### src/rtl/arb_pkg.sv
// Package: reset-time settings shared by the arbiter's configuration store.
// Assumes agents beyond index 4 take the settings of agent 4.
package arb_pkg;

    // Reset cap (commands per tenure) for agent i.
    function automatic logic [7:0] dflt_cap(input int i);
        if (i < 3) return 8'h1F;
        return 8'h04;
    endfunction

    // Reset aging period (units of four clocks) for agent i.
    function automatic logic [7:0] dflt_period(input int i);
        if (i < 0) return 8'h00;
        return 8'hFF;
    endfunction

    // Reset floor (commands before yielding) for agent i.
    function automatic logic [7:0] dflt_floor(input int i);
        if (i == 1 || i == 2) return 8'h10;
        return 8'h04;
    endfunction

endpackage

### src/rtl/arb_cfg_regs.sv
// Indirect settings store: a select register plus three data strobes.
// A data strobe updates agent k only when select equals k * field width.
// Assumes each field width is no wider than the data word.
module arb_cfg_regs
    import arb_pkg::*;
#(
    parameter int N      = 5,
    parameter int LIM_W  = 5,
    parameter int PRD_W  = 8,
    parameter int ACPT_W = 8,
    parameter int CFG_W  = 8
) (
    input  logic              clk,
    input  logic              rst_n,
    input  logic              sel_we,
    input  logic [CFG_W-1:0]  sel_data,
    input  logic              lim_we,
    input  logic              prd_we,
    input  logic              acpt_we,
    input  logic [CFG_W-1:0]  wdata,
    output logic [LIM_W-1:0]  lim_o  [N],
    output logic [PRD_W-1:0]  prd_o  [N],
    output logic [ACPT_W-1:0] acpt_o [N]
);

    logic [CFG_W-1:0] sel_q;

    // Holds the select value for the following data writes.
    always_ff @(posedge clk) begin
        if (!rst_n) sel_q <= '0;
        else if (sel_we) sel_q <= sel_data;
    end

    for (genvar g = 0; g < N; g++) begin : g_agent
        localparam logic [CFG_W-1:0] LIM_SEL  = CFG_W'(g * LIM_W);
        localparam logic [CFG_W-1:0] PRD_SEL  = CFG_W'(g * PRD_W);
        localparam logic [CFG_W-1:0] ACPT_SEL = CFG_W'(g * ACPT_W);

        logic hit_lim, hit_prd, hit_acpt;
        assign hit_lim  = lim_we  && (sel_q == LIM_SEL);
        assign hit_prd  = prd_we  && (sel_q == PRD_SEL);
        assign hit_acpt = acpt_we && (sel_q == ACPT_SEL);

        // Stores the cap of this agent.
        always_ff @(posedge clk) begin
            if (!rst_n) lim_o[g] <= LIM_W'(dflt_cap(g));
            else if (hit_lim) lim_o[g] <= wdata[LIM_W-1:0];
        end

        // Stores the aging period of this agent.
        always_ff @(posedge clk) begin
            if (!rst_n) prd_o[g] <= PRD_W'(dflt_period(g));
            else if (hit_prd) prd_o[g] <= wdata[PRD_W-1:0];
        end

        // Stores the floor of this agent.
        always_ff @(posedge clk) begin
            if (!rst_n) acpt_o[g] <= ACPT_W'(dflt_floor(g));
            else if (hit_acpt) acpt_o[g] <= wdata[ACPT_W-1:0];
        end
    end

endmodule

### src/rtl/arb_age_timer.sv
// Aging timer of one agent: counts clocks spent requesting without a grant
// and flags the agent urgent after 4 * period clocks.
// Assumes period 0 means aging is off.
module arb_age_timer #(
    parameter int PRD_W = 8
) (
    input  logic             clk,
    input  logic             rst_n,
    input  logic             req_i,
    input  logic             granted_i,
    input  logic [PRD_W-1:0] prd_i,
    output logic             urgent_o
);

    localparam int CNT_W = PRD_W + 2;

    logic [CNT_W-1:0] cnt_q;

    // Reloads while idle or granted, otherwise counts down to zero.
    always_ff @(posedge clk) begin
        if (!rst_n) cnt_q <= '1;
        else if (!req_i || granted_i) cnt_q <= {prd_i, 2'b00};
        else if (cnt_q != '0) cnt_q <= cnt_q - CNT_W'(1);
    end

    assign urgent_o = req_i && !granted_i && (cnt_q == '0) && (prd_i != '0);

endmodule

### src/rtl/arb_rr_pick.sv
// Rotating picker: returns the first set bit after the given position,
// in increasing index order with wrap-around. Purely combinational.
module arb_rr_pick #(
    parameter int N     = 5,
    parameter int IDX_W = 3
) (
    input  logic [N-1:0]     cand_i,
    input  logic [IDX_W-1:0] last_i,
    output logic             found_o,
    output logic [IDX_W-1:0] idx_o
);

    // Scans the N positions that follow the last winner.
    always_comb begin
        int unsigned pos;
        found_o = 1'b0;
        idx_o   = '0;
        for (int k = 1; k <= N; k++) begin
            pos = (int'(last_i) + k) % N;
            if (!found_o && cand_i[pos]) begin
                found_o = 1'b1;
                idx_o   = IDX_W'(pos);
            end
        end
    end

endmodule

### src/rtl/arb_tenure.sv
// Tenure tracker: holds the current owner, counts its accepted commands and
// decides when the port is released and re-arbitrated.
// Assumes the cap field is no wider than the floor field.
module arb_tenure #(
    parameter int N      = 5,
    parameter int IDX_W  = 3,
    parameter int LIM_W  = 5,
    parameter int ACPT_W = 8
) (
    input  logic              clk,
    input  logic              rst_n,
    input  logic [N-1:0]      req_i,
    input  logic              accept_i,
    input  logic [LIM_W-1:0]  lim_i,
    input  logic [ACPT_W-1:0] acpt_i,
    input  logic              pick_found_i,
    input  logic [IDX_W-1:0]  pick_idx_i,
    output logic              valid_o,
    output logic [IDX_W-1:0]  owner_o,
    output logic [IDX_W-1:0]  last_o
);

    localparam int CNT_W = ACPT_W + 1;

    logic [CNT_W-1:0] cnt_q;
    logic [CNT_W-1:0] cnt_inc;
    logic [CNT_W-1:0] cap;
    logic [N-1:0]     owner_mask;
    logic             owner_req, others_req, hit_cap, hit_floor;
    logic             release_c, choose_c;

    assign cnt_inc    = cnt_q + CNT_W'(1);
    assign cap        = (lim_i == '0) ? CNT_W'(1) : CNT_W'(lim_i);
    assign owner_mask = N'(1) << owner_o;
    assign owner_req  = |(req_i & owner_mask);
    assign others_req = |(req_i & ~owner_mask);
    assign hit_cap    = cnt_inc >= cap;
    assign hit_floor  = cnt_inc >= CNT_W'(acpt_i);

    // Release on withdrawal, or at an accept that reaches cap or floor-with-contention.
    assign release_c = valid_o &&
                       (!owner_req || (accept_i && (hit_cap || (hit_floor && others_req))));
    assign choose_c  = !valid_o || release_c;

    // Updates owner, round-robin pointer and tenure count.
    always_ff @(posedge clk) begin
        if (!rst_n) begin
            valid_o <= 1'b0;
            owner_o <= '0;
            last_o  <= IDX_W'(N - 1);
            cnt_q   <= '0;
        end else if (choose_c) begin
            valid_o <= pick_found_i;
            owner_o <= pick_found_i ? pick_idx_i : '0;
            cnt_q   <= '0;
            if (pick_found_i) last_o <= pick_idx_i;
        end else if (accept_i && cnt_q != '1) begin
            cnt_q <= cnt_inc;
        end
    end

endmodule

### src/rtl/mem_port_arbiter.sv
// Top: arbitrates one memory command port among N agents using per-agent
// cap, floor and aging settings written through an indirect select register.
// Assumes cmd_accept is only meaningful while a grant is asserted.
module mem_port_arbiter #(
    parameter int N      = 5,
    parameter int LIM_W  = 5,
    parameter int PRD_W  = 8,
    parameter int ACPT_W = 8,
    parameter int CFG_W  = 8,
    parameter int IDX_W  = $clog2(N)
) (
    input  logic             clk,
    input  logic             rst_n,
    input  logic             cfg_sel_we,
    input  logic [CFG_W-1:0] cfg_sel_data,
    input  logic             cfg_lim_we,
    input  logic             cfg_prd_we,
    input  logic             cfg_acpt_we,
    input  logic [CFG_W-1:0] cfg_data,
    input  logic [N-1:0]     req,
    input  logic             cmd_accept,
    output logic [N-1:0]     gnt,
    output logic             gnt_valid,
    output logic [IDX_W-1:0] gnt_idx
);

    logic [LIM_W-1:0]  lim_all  [N];
    logic [PRD_W-1:0]  prd_all  [N];
    logic [ACPT_W-1:0] acpt_all [N];
    logic [N-1:0]      urgent;
    logic [N-1:0]      cand;
    logic              pick_found;
    logic [IDX_W-1:0]  pick_idx;
    logic [IDX_W-1:0]  owner;
    logic [IDX_W-1:0]  last_idx;
    logic              valid;

    arb_cfg_regs #(
        .N(N), .LIM_W(LIM_W), .PRD_W(PRD_W), .ACPT_W(ACPT_W), .CFG_W(CFG_W)
    ) u_cfg (
        .clk     (clk),
        .rst_n   (rst_n),
        .sel_we  (cfg_sel_we),
        .sel_data(cfg_sel_data),
        .lim_we  (cfg_lim_we),
        .prd_we  (cfg_prd_we),
        .acpt_we (cfg_acpt_we),
        .wdata   (cfg_data),
        .lim_o   (lim_all),
        .prd_o   (prd_all),
        .acpt_o  (acpt_all)
    );

    for (genvar g = 0; g < N; g++) begin : g_age
        arb_age_timer #(.PRD_W(PRD_W)) u_age (
            .clk      (clk),
            .rst_n    (rst_n),
            .req_i    (req[g]),
            .granted_i(gnt[g]),
            .prd_i    (prd_all[g]),
            .urgent_o (urgent[g])
        );
    end

    // Urgent requesters form the candidate set when any exist.
    assign cand = (|(req & urgent)) ? (req & urgent) : req;

    arb_rr_pick #(.N(N), .IDX_W(IDX_W)) u_pick (
        .cand_i (cand),
        .last_i (last_idx),
        .found_o(pick_found),
        .idx_o  (pick_idx)
    );

    arb_tenure #(
        .N(N), .IDX_W(IDX_W), .LIM_W(LIM_W), .ACPT_W(ACPT_W)
    ) u_ten (
        .clk         (clk),
        .rst_n       (rst_n),
        .req_i       (req),
        .accept_i    (cmd_accept),
        .lim_i       (lim_all[owner]),
        .acpt_i      (acpt_all[owner]),
        .pick_found_i(pick_found),
        .pick_idx_i  (pick_idx),
        .valid_o     (valid),
        .owner_o     (owner),
        .last_o      (last_idx)
    );

    assign gnt       = valid ? (N'(1) << owner) : '0;
    assign gnt_valid = valid;
    assign gnt_idx   = owner;

endmodule

### config.mk
export PLATFORM = sky130hd
export DESIGN_NAME = mem_port_arbiter
export DESIGN_NICKNAME = d
export VERILOG_FILES = /design/src/rtl/arb_pkg.sv /design/src/rtl/arb_cfg_regs.sv /design/src/rtl/arb_age_timer.sv /design/src/rtl/arb_rr_pick.sv /design/src/rtl/arb_tenure.sv /design/src/rtl/mem_port_arbiter.sv
export SDC_FILE = /design/constraint.sdc
export NUM_CORES = 1
export LEC_CHECK = 0
export BUFFER_PORTS_ARGS = -buffer_cell sky130_fd_sc_hd__clkbuf_2
export CAP_MARGIN = 5
export CORE_ASPECT_RATIO = 0.6
export CORE_UTILIZATION = 39
export DETAILED_ROUTE_END_ITERATION = 16
export GPL_TIMING_DRIVEN = 1
export PLACE_DENSITY_LB_ADDON = 0.08
export SLEW_MARGIN = 20
export SYNTH_ARGS = -nofsm -noshare
export SYNTH_HDL_FRONTEND = slang
export SYNTH_SLANG_ARGS = --single-unit
### constraint.sdc
create_clock -name clk -period 9.2 [get_ports clk]
set_input_delay 0.92 -clock clk [delete_from_list [all_inputs] [get_ports clk]]
set_output_delay 0.92 -clock clk [all_outputs]
set_load 0.01 [all_outputs]
==> parameters.txt <==
Parameter                              Value

Run status
  Status    complete, no violations

Floorplanning
  Chip height    128 um
  Core area    between 20,000 and 30,000 um2
  Starting density of the core    between 40 and 50%
  X dimension of the die    about 210 um
  Die Footprint    26,900 um2
  Std-Cell Rows    45
  IO Count    37

STA
  Final setup violating endpoints    0
  Slew at the pin closest to its max-slew limit    0.963 ns
  Clock Skews    between 0.01 and 0.015 ns
  Post-route minimum period    about 6.4 ns
  Worst-case hold slack    0.466 ns
  Post-route setup TNS    0 ns
  Final hold vios    0
  Fmax    about 160 MHz
  Period utilisation layout    between 60% and 70%
  Worst slew margin relative to its limit    between 30% and 40%
  Max Slew Vio Count    0
  RSZ-0062 raised after global routing    false

Pwr
  Pleak    around 4.6 nW
  Total Power    approximately 0.0029 W
  IR Drop Worst-Case VDD    around 0.00011 V
  Power density over the cells    around 260 nW/um2

Critical path
  Worst setup startpoint    u_ten.last_o[0]
  CP max FO    25
  CP Class    reg2reg
  Worst EP required    9.56 ns
  Kind of end point of the critical path    flop
  Crit path largest cell delay    between 0.8 and 0.9 ns
  Worst-path cell chain    clkinv_1 > ha_1 > ha_1 > nor3b_1 > o31ai_1 > xnor2_1 > ha_1 > nand2b_1 > a32oi_1 > mux2i_1 > mux2_4 > or3_1 > o211a_2 > or4_4 > and3_1 > or3_1 > o21ai_1
  Max stage delay cell, worst path    sky130_fd_sc_hd__dfxtp_1
  Arrival time of the worst setup path    approximately 7 ns
  Startpoint kind of the worst setup timing path    flop
  Launch instance of the worst register-to-register path    u_ten.last_o[0]
  CP dominant cell by count    sky130_fd_sc_hd__ha_1

Clock tree
  Resized cells post-CTS    0
  Setup bufs post-CTS    0
  Number of buffers inserted by hold repair at cts    0
  Number of clock sinks    approximately 180
  Cell at the root of the clock tree    sky130_fd_sc_hd__clkbuf_16
  Reg clk slew, reported paths    approximately 0.070 ns
  Number of buffers inserted during clock tree synthesis    17
  Clock latency at the later pin of the worst-skew pair    between 0.4 and 0.5 ns
  Clock tree from TritonCTS    done
  H-tree lvl count    4
  Number of buffers on the longest clock path    2

Synth
  Mean post-synth cell area    8.36 um2
  Share of synthesized area occupied by flip-flops and latches    35.0%
  Post-synthesis net count    1,297
  Number of enable-type register cells in the synthesized netlist    0
  Post-synthesis cell area    slightly above 10,000 um2
  Post-synthesis sequential element count    between 150 and 200
  Async set-or-reset flop fraction in the synthesized netlist    0%
  Synthesis Warnings    0
  Count of distinct cell types in the synthesized netlist    80
  Most instantiated flip-flop cell in the synthesis netlist    sky130_fd_sc_hd__dfxtp_1
  Gate count after technology mapping    1,226

Global route
  Pin count of the biggest net entering global routing    90
  Aggregate global routing overflow    0
  Number of antenna violations at the first check in global routing    0
  Number of global-route vias before repair    ~7,800
  Tot GR Track Use    a little over a fifth
  First-pass GRT wire length    44,300 um

Worst hold path
  Worst hold path type    reg2reg
  Worst min-delay path startpoint    u_cfg.acpt_o[26]

Job
  MaxCap Viol Count    0

Layout
  Synth-to-layout area growth    9.72%
  Multi-input gate area in the final layout    approximately 6200 um2
  Number of nets at the end of the flow    1,285
  Sequential cell area    ~3600 um2
  Proportion of layout cells with a drive suffix above 1    about a tenth
  Number of antenna diodes    0
  Fillers    roughly 2,600

Place
  Final estimated routing congestion in global placement    between 0.9 and 1
  Buffers on Ports    36
  DP HPWL    a little under 20,000 um

Route
  DR DRC count    0
  Wirelength per Cell    between 15 and 20 um
  Initial detailed-routing violation count    roughly 720
  Final antenna-violating net count    0
  Mean number of vias per cell    about 5.4
  Vias    ~8,500
  Aggregate routed wire length    27,400 um
  Number of iterations in the first detailed-routing pass    5
==> flip-flops by register name (all words and copies together) (netlist names) <==
signal,cells
g_age.u_age.cnt_q,50
u_cfg.acpt_o,40
u_cfg.prd_o,40
u_cfg.lim_o,25
u_ten.cnt_q,9
u_cfg.sel_q,8
u_ten.last_o,3
u_ten.owner_o,3
u_ten.valid_o,1
==> synthesized netlist by cell type, drive strengths merged (10+ instances only) <==
cell / number / area, um2
buf: 11 / 63.8
nor2b: 41 / 257
nor2: 59 / 221
a21boi: 23 / 173
nor4: 21 / 131
clkbuf: 64 / 240
mux4: 13 / 293
a21oi: 44 / 220
ha: 43 / 538
o21ai: 30 / 150
inv: 33 / 124
or3: 14 / 92.6
o211ai: 33 / 248
a21o: 11 / 82.6
xnor2: 31 / 272
nor3: 38 / 201
and3: 13 / 86.3
nand3: 68 / 340
dfxtp: 179 / 3580
nand2: 217 / 817
mux2i: 73 / 731
xor2: 10 / 87.6
a22oi: 15 / 118
nand2b: 17 / 106
==> cell usage in the layout, fill, tap and decap left out, types with 14 or more instances in the layout <==
cell and instances:
sky130_fd_sc_hd__xnor2_1 31, sky130_fd_sc_hd__nor4_1 21, sky130_fd_sc_hd__nor2b_1 41, sky130_fd_sc_hd__a22oi_1 14
sky130_fd_sc_hd__inv_1 33, sky130_fd_sc_hd__clkbuf_16 17, sky130_fd_sc_hd__nand2b_1 17, sky130_fd_sc_hd__a21oi_1 44
sky130_fd_sc_hd__o211ai_1 33, sky130_fd_sc_hd__nand3_1 68, sky130_fd_sc_hd__clkbuf_2 35, sky130_fd_sc_hd__a21boi_0 23
sky130_fd_sc_hd__o21ai_0 28, sky130_fd_sc_hd__nor3_1 37, sky130_fd_sc_hd__nor2_1 59, sky130_fd_sc_hd__ha_1 43
sky130_fd_sc_hd__dfxtp_1 179, sky130_fd_sc_hd__nand2_1 216, sky130_fd_sc_hd__mux2i_1 73
==> per-layer routing <==
| layer | share of wire (%) | GRT usage (%) |
|---|---|---|
| met2 | 37 | 27.2 |
| met5 | 0 | 0 |
| met3 | 3.9 | 4.03 |
| met4 | 0.88 | 4.26 |
| met1 | 58 | 34.7 |
==> per-stage QoR <==
stage | cell area (um2) | cells | worst slack (ns) | util, %
floorplan | 10200 | 1226 | 4.16 | -
global placement | 10600 | 1547 | 2.99 | 41.6
detailed placement | 10600 | 1547 | 2.80 | 41.6
global route | 11200 | 1579 | 2.34 | 44.0
finish | 11200 | 1579 | 2.76 | 44.0
CTS | 11200 | 1579 | 2.79 | 44.0
==> report_power, final <==
group | internal (W) | leakage (nW) | total [W] | switching (W)
registers | 0.000826 | 1.46 | 0.000900 | 0.0000734
clock network | 0.000426 | 0.298 | 0.000772 | 0.000346
logic | 0.000481 | 2.84 | 0.00120 | 0.000715
==> logic make-up (layout without fill, tap and decap cells) <==
group	after synthesis	in the layout	synth area share (%)
muxes	90	90	10.5
buffers and inverters	109	110	4.21
and+or+nand+nor	544	544	26.7
xor gates and xnor gates	41	41	3.50
AOI/OAI and AO/OA	220	220	14.9
adders and majority gates	43	43	5.25
DFF	179	179	35.0
==> worst max-delay path, delay by kind of cell (launching register included) <==
family                   cells  cell delay (ns)
AO/OA/AOI/OAI                4             0.91
XOR/XNOR                     1             0.23
adder cells (fa/ha/maj)      3             1.42
buffers and inverters        1             0.51
flip-flops                   1             0.89
multiplexers                 2             0.83
AND/OR/NAND/NOR              6             1.54
==> area by class of cell <==
cell class | instances | area share (%)
Multi-Input combinational cell | 938 | 55.4
Timing Repair Buffer | 44 | 2.16
Clock buffer | 19 | 4.03
Tap cell | 352 | 3.92
Clock inverter | 13 | 1.46
Sequential cell | 179 | 31.9
Inverter | 34 | 1.14
==> worst paths after layout <==
path                                    endpoint  slack (ns)  depth (start not counted)
worst min-delay path            u_cfg.acpt_o[26]        0.47                          2
worst min register to register  u_cfg.acpt_o[26]        0.47                          2
worst max-delay path            u_ten.owner_o[0]        2.76                         17
worst max register to register  u_ten.owner_o[0]        2.76                         17
Note: power is estimated with default switching activity, not from simulation.
